==> config.mk <==
export PLATFORM = sky130hd
export DESIGN_NAME = audio_apb_regs
export DESIGN_NICKNAME = d
export VERILOG_FILES = /design/src/rtl/audio_apb_pkg.sv /design/src/rtl/apb_phase_track.sv /design/src/rtl/audio_addr_decode.sv /design/src/rtl/audio_reg_bank.sv /design/src/rtl/audio_irq_combine.sv /design/src/rtl/audio_apb_regs.sv
export SDC_FILE = /design/constraint.sdc
export NUM_CORES = 1
export LEC_CHECK = 0
export ABC_AREA = 1
export BUFFER_PORTS_ARGS = -buffer_cell sky130_fd_sc_hd__buf_2
export CAP_MARGIN = 15
export CORE_ASPECT_RATIO = 0.5
export CORE_UTILIZATION = 25
export CTS_CLUSTER_SIZE = 10
export DETAILED_ROUTE_END_ITERATION = 10
export PLACE_DENSITY_LB_ADDON = 0.1
export SYNTH_ARGS = -nofsm -noshare
export SYNTH_HDL_FRONTEND = slang
export SYNTH_SLANG_ARGS = --single-unit
==> constraint.sdc <==
create_clock -name clk -period 1.6 [get_ports clk]
set_input_delay 0.16 -clock clk [delete_from_list [all_inputs] [get_ports clk]]
set_output_delay 0.16 -clock clk [all_outputs]
set_load 0.005 [all_outputs]
==> src/rtl/audio_apb_pkg.sv <==
package audio_apb_pkg;

  localparam int STAT_W = 3;
  localparam int CFG_W  = 2;

  localparam int ST_EMPTY = 0;
  localparam int ST_HALF  = 1;
  localparam int ST_OVF   = 2;

  localparam int OFS_CFG  = 'h00;
  localparam int OFS_MASK = 'h04;
  localparam int OFS_STAT = 'h08;
  localparam int OFS_RATE = 'h0C;
  localparam int OFS_DATA = 'h10;

  typedef enum logic [1:0] {PH_IDLE, PH_SETUP, PH_ENABLE} bus_phase_e;

  typedef enum logic [2:0] {
    SEL_CFG, SEL_MASK, SEL_STAT, SEL_RATE, SEL_DATA, SEL_NONE
  } reg_sel_e;

endpackage

==> src/rtl/apb_phase_track.sv <==
module apb_phase_track
  import audio_apb_pkg::*;
(
  input  logic clk,
  input  logic rst,
  input  logic psel,
  input  logic penable,
  output logic setup_cyc,
  output logic access_cyc
);

  bus_phase_e phase_q, phase_d;

  assign setup_cyc  = psel & ~penable;
  assign access_cyc = psel & penable & (phase_q == PH_SETUP);

  always_comb begin
    if (setup_cyc)       phase_d = PH_SETUP;
    else if (access_cyc) phase_d = PH_ENABLE;
    else                 phase_d = PH_IDLE;
  end

  always_ff @(posedge clk) begin
    if (rst) phase_q <= PH_IDLE;
    else     phase_q <= phase_d;
  end

endmodule

==> src/rtl/audio_addr_decode.sv <==
module audio_addr_decode
  import audio_apb_pkg::*;
#(
  parameter int ADDR_W = 12
) (
  input  logic [ADDR_W-1:0] paddr,
  output reg_sel_e          sel
);

  always_comb begin
    if      (paddr == ADDR_W'(OFS_CFG))  sel = SEL_CFG;
    else if (paddr == ADDR_W'(OFS_MASK)) sel = SEL_MASK;
    else if (paddr == ADDR_W'(OFS_STAT)) sel = SEL_STAT;
    else if (paddr == ADDR_W'(OFS_RATE)) sel = SEL_RATE;
    else if (paddr == ADDR_W'(OFS_DATA)) sel = SEL_DATA;
    else                                 sel = SEL_NONE;
  end

endmodule

==> src/rtl/audio_reg_bank.sv <==
module audio_reg_bank
  import audio_apb_pkg::*;
#(
  parameter int DATA_W = 32,
  parameter int RATE_W = 4
) (
  input  logic              clk,
  input  logic              rst,
  input  logic              setup_cyc,
  input  logic              access_cyc,
  input  logic              pwrite,
  input  reg_sel_e          sel,
  input  logic [DATA_W-1:0] pwdata,
  input  logic              fifo_full,
  input  logic              fifo_empty,
  input  logic              fifo_half,
  output logic [DATA_W-1:0] prdata,
  output logic [CFG_W-1:0]  cfg_q,
  output logic [STAT_W-1:0] mask_q,
  output logic [RATE_W-1:0] rate_q,
  output logic [STAT_W-1:0] stat_w,
  output logic              push,
  output logic [DATA_W-1:0] push_data
);

  logic              ovf_q;
  logic              wr_acc;
  logic              data_wr;
  logic [DATA_W-1:0] rd_mux;

  assign wr_acc  = access_cyc & pwrite;
  assign data_wr = wr_acc & (sel == SEL_DATA);

  assign push      = data_wr & ~fifo_full;
  assign push_data = pwdata;

  always_comb begin
    stat_w           = '0;
    stat_w[ST_EMPTY] = fifo_empty;
    stat_w[ST_HALF]  = fifo_half;
    stat_w[ST_OVF]   = ovf_q;
  end

  always_comb begin
    unique case (sel)
      SEL_CFG:  rd_mux = DATA_W'(cfg_q);
      SEL_MASK: rd_mux = DATA_W'(mask_q);
      SEL_STAT: rd_mux = DATA_W'(stat_w);
      SEL_RATE: rd_mux = DATA_W'(rate_q);
      default:  rd_mux = '0;
    endcase
  end

  always_ff @(posedge clk) begin
    if (rst) begin
      cfg_q  <= '0;
      mask_q <= '0;
      rate_q <= '0;
    end else if (wr_acc) begin
      if (sel == SEL_CFG)  cfg_q  <= pwdata[CFG_W-1:0];
      if (sel == SEL_MASK) mask_q <= pwdata[STAT_W-1:0];
      if (sel == SEL_RATE) rate_q <= pwdata[RATE_W-1:0];
    end
  end

  always_ff @(posedge clk) begin
    if (rst)                                         ovf_q <= 1'b0;
    else if (data_wr & fifo_full)                    ovf_q <= 1'b1;
    else if (wr_acc & (sel == SEL_STAT) & pwdata[ST_OVF]) ovf_q <= 1'b0;
  end

  always_ff @(posedge clk) begin
    if (rst)                       prdata <= '0;
    else if (setup_cyc & ~pwrite)  prdata <= rd_mux;
  end

endmodule

==> src/rtl/audio_irq_combine.sv <==
module audio_irq_combine #(
  parameter int N = 3
) (
  input  logic         clk,
  input  logic         rst,
  input  logic [N-1:0] stat,
  input  logic [N-1:0] mask,
  output logic         irq
);

  logic [N-1:0] hit;

  for (genvar i = 0; i < N; i++) begin : g_hit
    assign hit[i] = stat[i] & mask[i];
  end

  always_ff @(posedge clk) begin
    if (rst) irq <= 1'b0;
    else     irq <= |hit;
  end

endmodule

==> src/rtl/audio_apb_regs.sv <==
module audio_apb_regs
  import audio_apb_pkg::*;
#(
  parameter int ADDR_W = 12,
  parameter int DATA_W = 32,
  parameter int RATE_W = 4
) (
  input  logic              clk,
  input  logic              rst,
  input  logic              psel,
  input  logic              penable,
  input  logic              pwrite,
  input  logic [ADDR_W-1:0] paddr,
  input  logic [DATA_W-1:0] pwdata,
  output logic [DATA_W-1:0] prdata,
  input  logic              fifo_full,
  input  logic              fifo_empty,
  input  logic              fifo_half,
  output logic              push,
  output logic [DATA_W-1:0] push_data,
  output logic              tx_enable,
  output logic              justify_mode,
  output logic [RATE_W-1:0] rate_sel,
  output logic              irq
);

  logic              setup_cyc;
  logic              access_cyc;
  reg_sel_e          sel;
  logic [CFG_W-1:0]  cfg_q;
  logic [STAT_W-1:0] mask_q;
  logic [STAT_W-1:0] stat_w;

  apb_phase_track u_phase (
    .clk        (clk),
    .rst        (rst),
    .psel       (psel),
    .penable    (penable),
    .setup_cyc  (setup_cyc),
    .access_cyc (access_cyc)
  );

  audio_addr_decode #(.ADDR_W(ADDR_W)) u_dec (
    .paddr (paddr),
    .sel   (sel)
  );

  audio_reg_bank #(.DATA_W(DATA_W), .RATE_W(RATE_W)) u_bank (
    .clk        (clk),
    .rst        (rst),
    .setup_cyc  (setup_cyc),
    .access_cyc (access_cyc),
    .pwrite     (pwrite),
    .sel        (sel),
    .pwdata     (pwdata),
    .fifo_full  (fifo_full),
    .fifo_empty (fifo_empty),
    .fifo_half  (fifo_half),
    .prdata     (prdata),
    .cfg_q      (cfg_q),
    .mask_q     (mask_q),
    .rate_q     (rate_sel),
    .stat_w     (stat_w),
    .push       (push),
    .push_data  (push_data)
  );

  audio_irq_combine #(.N(STAT_W)) u_irq (
    .clk  (clk),
    .rst  (rst),
    .stat (stat_w),
    .mask (mask_q),
    .irq  (irq)
  );

  assign tx_enable    = cfg_q[0];
  assign justify_mode = cfg_q[1];

endmodule

# == Word level (Yosys, flattened, before mapping) ==
# Cells that the tools add are included.
# op_classes
n_eq_ne,9
n_mux,10
bitwise,16
reduce_logical,8
# ops
operator,count
"== test 12 x 4 -> 1 bit, second input constant",2
one-hot mux 4 bit (4 select lines),1
AND 1 bit,13
"== test 12 x 3 -> 1 bit, second input constant",1
"== test 12 x 5 -> 1 bit, second input constant",1
logical NOT 12 bit,1
two-way mux 3 bit,4
"== test 3 x 2 -> 1 bit, second input constant",2
AND reduction 2 bit,3
two-way mux 1 bit,4
"== test 3 x 1 -> 1 bit, second input constant",1
"== test 3 bit, second input constant",1
logical NOT 3 bit,1
inverter 1 bit,3
OR reduction 3 bit,1
"== test 2 x 1 -> 1 bit, second input constant",1
two-way mux 2 bit,1
nonzero test 2 bit,1
OR reduction 2 bit,1
# totals
regBits,45
in_bits,52
out_inout_bits,72

# == Longest topological paths before layout ==
# Gate-level depths: netlist of run 1.
# logic_depth
depth_word,11
mapped_depth,8
mapped_depth_nobuf,8

# == By module ==
# A second synthesis of run 1 with hierarchy kept.
# hier_totals
cells_unflattened,199
area_unflattened_um2,1401.3
# modules_own_cells
module,n_inst,cells_per_inst,area_per_inst_um2,seq_area_each_um2
audio_reg_bank,1,158,1171.1,280.3
audio_addr_decode,1,23,105.1,0.0
apb_phase_track,1,10,77.6,40.0
audio_irq_combine,1,8,47.5,20.0

# == Worst setup path before layout of run 1 ==
# Ideal clock, no wire load.
# synth_path
kind,register -> register
start,register u_phase.phase_q[1]
end,register u_bank.mask_q[2]
setup_ps,118
t_arrival_ps,968
path_slack_ps,515
stages_incl_launch_ff,7
n_path_buf,0
cell_sequence,dfxtp_1 > inv_1 > nand4_1 > nor2_4 > nand4_1 > o21ai_1 > a21oi_1
# synth_via
elab_chain_cells,4
# synth_rtl
element,line_no,text
from (decl),apb_phase_track.sv:12,"bus_phase_e phase_q, phase_d;"
from (signal assigned),apb_phase_track.sv:25,else phase_q <= phase_d;
== test 2 x 1 -> 1 bit,apb_phase_track.sv:15,assign access_cyc = psel & penable & (phase_q == PH_SETUP);
AND 1 bit,apb_phase_track.sv:15,
AND 1 bit,audio_reg_bank.sv:31,assign wr_acc = access_cyc & pwrite;
AND reduction 2 bit (no line),--,
to (signal assigned),audio_reg_bank.sv:61,if (sel == SEL_MASK) mask_q <= pwdata[STAT_W-1:0];
to (decl),audio_reg_bank.sv:19,"output logic [STAT_W-1:0] mask_q,"
# Every way passes these cells.
# A chain may end at the register's enable or synchronous reset.

# == Worst setup path after layout of run 1 ==
# layout_path
start,register u_phase.phase_q[1]
end,output push
# layout_via
elab_chain_cells,5
# layout_rtl
element,line_no,text
== test 2 x 1 -> 1 bit,apb_phase_track.sv:15,
AND 1 bit,apb_phase_track.sv:15,
AND 1 bit,audio_reg_bank.sv:31,
AND 1 bit,audio_reg_bank.sv:32,assign data_wr = wr_acc & (sel == SEL_DATA);
AND 1 bit,audio_reg_bank.sv:34,assign push = data_wr & ~fifo_full;
to (decl),audio_apb_regs.sv:19,"output logic push,"
# Every way passes these cells.

==> out/results.tsv, run 1 <==
metric	value	unit
outcome	finished, final reports clean	
cell chain of the critical path	inv_1, nand4_1, nor2_4, nand2_2, nor3_2, buf_2	
clk_lat worst skew	260	ps
Final Hold Fails	0	
Synth Register Bits	17	
gr usage total	10.1	%
Final Setup Violations	0	
Hold/Removal Path Class	in -> reg	
Avg Inst Size Synth	7.04	sq um
Post-synth ARST share	0	%
Final Util	27.4	%
Syn Inst Count	200	
via count of the first global-routing pass	911	
CTS buffer count	3	
total core area	0.00516	sq mm
Initial Utilization	27.3	%
via count	1134	
Placer Congestion	0.832	
Startpoint Class	flop	
Post-synth top cells	60 x buf_4, 26 x nand2_1, 20 x inv_1, 20 x nand3_1, 17 x dfxtp_1	
clock skew	9.66	ps
sequential share of the synthesized area	24.2	%
WL per Instance	11.2	um
critical path arrival	1310	ps
Port Buffers	39	
# Max-Cap Violations	0	
Crit Path Max Fanout	7	
number of flops mapped to enable cells by yosys	0	
Hold Slack	169	ps
commonest register cell after synthesis	dfxtp_1	
yosys warns	0	
layout cells sized above 1	29.7	%
largest net degree at the start of global routing	11	
worst r2r src	u_phase.phase_q[1]$_SDFF_PP0_	
Layout Cells excl Fill	282	
die width	108	um
P_leak	0.000711	uW
WL final	3150	um
Synth area leaders	buf_4 32%, dfxtp_1 24%, nand3_1 7.1%	
Netlist Area Pre-Place	0.00141	sq mm
CTS sink cnt	17	
Worst VDD drop	0.000183	V
CP Class	reg -> out	
DRC Markers	0	
Area after DPL	0.00134	sq mm
die area	0.00595	sq mm
Nets	265	
DRT iter0 DRCs	53	
count of hold-fix buffers inserted at cts	0	
post-route cell area	0.00141	sq mm
leading area contributor after synthesis	buf_4	
routed vias/inst	4.02	
final slew viol count	0	
Layout fillers	585	
Die H	55.1	um
Ant. Diodes	0	
Final HPWL DP	2660	um
CP Capture Type	primary output	
CP top delay family	simple AND/OR/NAND/NOR gates	
Max Root-Sink Buffers	2	
CP Buf/Inv Count	2	
CTS tree	built	
Peak Freq	681	MHz
Clock Pin Slew Worst Setup and Hold Paths	60	ps
DR pass1 iterations	4	
Ports	124	
Req. time, crit path	1440	ps
Setup crit start	u_phase.phase_q[1]$_SDFF_PP0_	
minimum clock period after layout	1470	ps
Slowest-stage cell, CP	dfxtp_1	
initial antenna violation count	0	
Core Rows	18	
final worst-path cycle share	91.7	%
Netlist cell types	21	
hold path start	psel	
root buf cell	clkbuf_8	
H-tree lvl count	1	
post-synth top area share	32.0	%
P&R area growth vs syn	0.445	%
crit-path max cell delay	300	ps
first-pass GRT wire length	4440	um
ANT nets after route	0	
pwr dens	614	mW/mm^2
total gr overflow	0	
DP Cell Count	275	
top-count cell post-synth	buf_4	
[worst reg2reg max path, delay by kind of cell, from the launching register on]
family,cells,cell delay [ps]
DFF,1,300
and+or+nand+nor,3,490
AOI/OAI and AO/OA,2,240
buffers and inverters,3,300
[metal layers]
metal / up-vias / track usage [%] / share of wire, %
met1: 493 / 12.5 / 44
met3: 4 / 3.28 / 11
met2: 64 / 17.2 / 44
met4: 0 / 2.51 / 1.0
li1: 573 / - / -
met5: - / 0 / 0
[through the flow]
stage / TNS [ps] / total power [uW] / setup WS, ps
global placement: 0 / 545 / 244
CTS: 0 / 881 / 35.1
floorplan: 0 / 605 / 515
global route: -5.22 / 916 / -5.22
finish: 0 / 868 / 132
detailed placement: 0 / 545 / 251
[layout make-up]
class	instances	area, sq um	area share (%)
well taps	70	87.6	6.19
repair buffers	42	218	15.4
inverters	21	78.8	5.58
clock inverters	1	5.00	0.354
clock buffers	3	41.3	2.92
flip-flops and latches	17	340	24.1
multi-input cells	128	643	45.5
[power by group]
part / switching, uW / leakage, uW / internal [uW]
sequential: 0.290 / 0.000137 / 424
combinational: 74.6 / 0.000549 / 37.2
clock: 159 / 0.0000255 / 173
total: 233 / 0.000711 / 634
[flip-flops by register name, summed over array words and instances (netlist names)]
name             flops
u_bank.mask_q        3
u_bank.cfg_q         2
u_bank.rate_q        4
u_irq.irq            1
u_bank.ovf_q         1
u_phase.phase_q      2
u_bank.prdata        4
[cell usage in the layout, fill, tap and decap left out, drive strengths merged]
cell type and count:
nor3 6, nor2 19, dfxtp 17, buf 42, nand2 28, nand4 3
nand3 21, conb 28, clkbuf 3, o21ai 9, clkinv 1, a21oi 14
inv 21
[logic make-up after synthesis]
family	share of synthesized area, %
DFF	24.2
buffers and inverters	37.9
other	0.266
and+or+nand+nor	29.5
AOI/OAI and AO/OA	8.18
[worst paths after layout]
path	end	slack, ps	depth (start not counted)
max	push	130	6
min	u_phase.phase_q[0]$_SDFF_PP0_	170	3
max reg2reg	u_bank.mask_q[1]$_SDFFE_PP0P_	190	8
min reg2reg	u_bank.prdata[2]$_SDFFE_PP0P_	460	2
[repair_timing]
| action | CTS | global route |
|---|---|---|
| resized for setup | 0 | 2 |
| setup buffers | 0 | 3 |
| setup endpoints to repair | 0 | 1 |
Note: power is estimated with default switching activity, not from simulation.
==> inputs of run 2 (changes only) <==
GPL_TIMING_DRIVEN = 0   (was unset)
MAX_ROUTING_LAYER = met4   (was unset)
==> out/results.tsv, run 2 (same netlist as run 1, synthesis figures left out) <==
metric	value	unit
Crit Path Max Fanout	5	
layout cells sized above 1	49.2	%
P_leak	0.00112	uW
CP Class	reg -> out	
first-pass GRT wire length	4970	um
WL final	3410	um
via count of the first global-routing pass	1144	
# Max-Cap Violations	0	
Startpoint Class	flop	
unrepaired setup endpoints after global routing	false	
Worst VDD drop	0.000244	V
register area	340	sq um
gr usage total	11.2	%
Final HPWL DP	2960	um
DR pass1 iterations	4	
minimum clock period after layout	1460	ps
Die H	55.1	um
WL met1	1460	um
area of the multi-input gates	636	sq um
Layout fillers	554	
Core Rows	18	
final slew viol count	0	
CP Capture Type	primary output	
P&R area growth vs syn	41.2	%
routed vias/inst	3.80	
Post-CTS Setup Bufs	0	
CP Buf/Inv Count	2	
largest net degree at the start of global routing	11	
final worst-path cycle share	91.5	%
Final Util	38.5	%
total core area	0.00516	sq mm
CP top delay family	simple AND/OR/NAND/NOR gates	
initial antenna violation count	0	
ANT nets after route	0	
pwr dens	504	mW/mm^2
Post-CTS Resized	0	
CTS sink cnt	17	
root buf cell	clkbuf_8	
metal3 WL	446	um
crit-path max cell delay	300	ps
WL per Instance	9.23	um
Placer Congestion	0.819	
Req. time, crit path	1440	ps
count of hold-fix buffers inserted at cts	0	
die width	108	um
outcome	finished, final reports clean	
hold path start	psel	
Initial Utilization	27.3	%
cell chain of the critical path	inv_1, nand4_1, nor2_4, nand2_1, nor3_1, buf_2	
Port Buffers	66	
Final Hold Fails	0	
Max Root-Sink Buffers	2	
CTS tree	built	
Nets	352	
Peak Freq	683	MHz
Final Setup Violations	0	
Clock Pin Slew Worst Setup and Hold Paths	70	ps
worst slack at placement	217	ps
Ant. Diodes	0	
Setup crit start	u_phase.phase_q[1]$_SDFF_PP0_	
DRT iter0 DRCs	66	
DRC Markers	0	
most frequent cells in the layout	66 x buf_2, 62 x buf_4, 28 x conb_1	
Ports	124	
commonest non-fill, non-tap cell in the layout	buf_2	
CTS buffer count	3	
via count	1402	
clock skew	2.49	ps
top sig layer	met4	
worst r2r src	u_phase.phase_q[1]$_SDFF_PP0_	
H-tree lvl count	1	
setup TNS	0	ps
clk_lat worst skew	250	ps
Slowest-stage cell, CP	dfxtp_1	
setup ws final	136	ps
Hold/Removal Path Class	in -> reg	
total length of routed met2 wires	1470	um
Top Registers	u_bank.prdata x4, u_bank.rate_q x4, u_bank.mask_q x3	
critical path arrival	1300	ps
total gr overflow	0	
die area	0.00595	sq mm
## run 2: per-stage QoR
stage	std cells	total power (uW)	area, sq um	hold WS [ps]
final	369	1000	1990	177
after global routing	369	1060	1990	179
after detailed placement	363	691	1930	440
after floorplan	227	605	1510	304
after CTS	367	1010	1970	170
after global placement	363	689	1930	426
## run 2: layout make-up
type | count | share of cell area [%]
flip-flops and latches | 17 | 17.1
clock inverters | 1 | 0.252
plain buffers | 61 | 22.8
inverters | 21 | 3.96
repair buffers | 68 | 17.4
clock buffers | 3 | 2.08
well taps | 70 | 4.41
multi-input cells | 128 | 32.0
## run 2: metal layers
layer  GRT usage, %  vias to the layer above
met3           2.58                        4
met1           13.2                      562
li1               -                      751
met5              -                        -
met4           4.11                        0
met2           19.1                       85
## run 2: worst register-to-register path, stage by stage (launching register included)
cell and delay, ps:
dfxtp_1 300, inv_1 40, nand4_1 150, nor2_4 210
buf_4 150, nand4_1 150, o21ai_1 160, a21oi_1 50
## run 2: worst paths after layout
path / endpoint / slack (ps) / depth (start not counted)
max: push / 140 / 6
min: u_phase.phase_q[0]$_SDFF_PP0_ / 180 / 3
max reg2reg: u_bank.mask_q[2]$_SDFFE_PP0P_ / 290 / 7
min reg2reg: u_bank.prdata[2]$_SDFFE_PP0P_ / 460 / 2
## run 2: report_power, final
part	switching, uW	total (uW)	internal [uW]
Sequential	0.270	424	424
Combinational	107	258	151
Clock	146	319	172
Total	254	1000	747
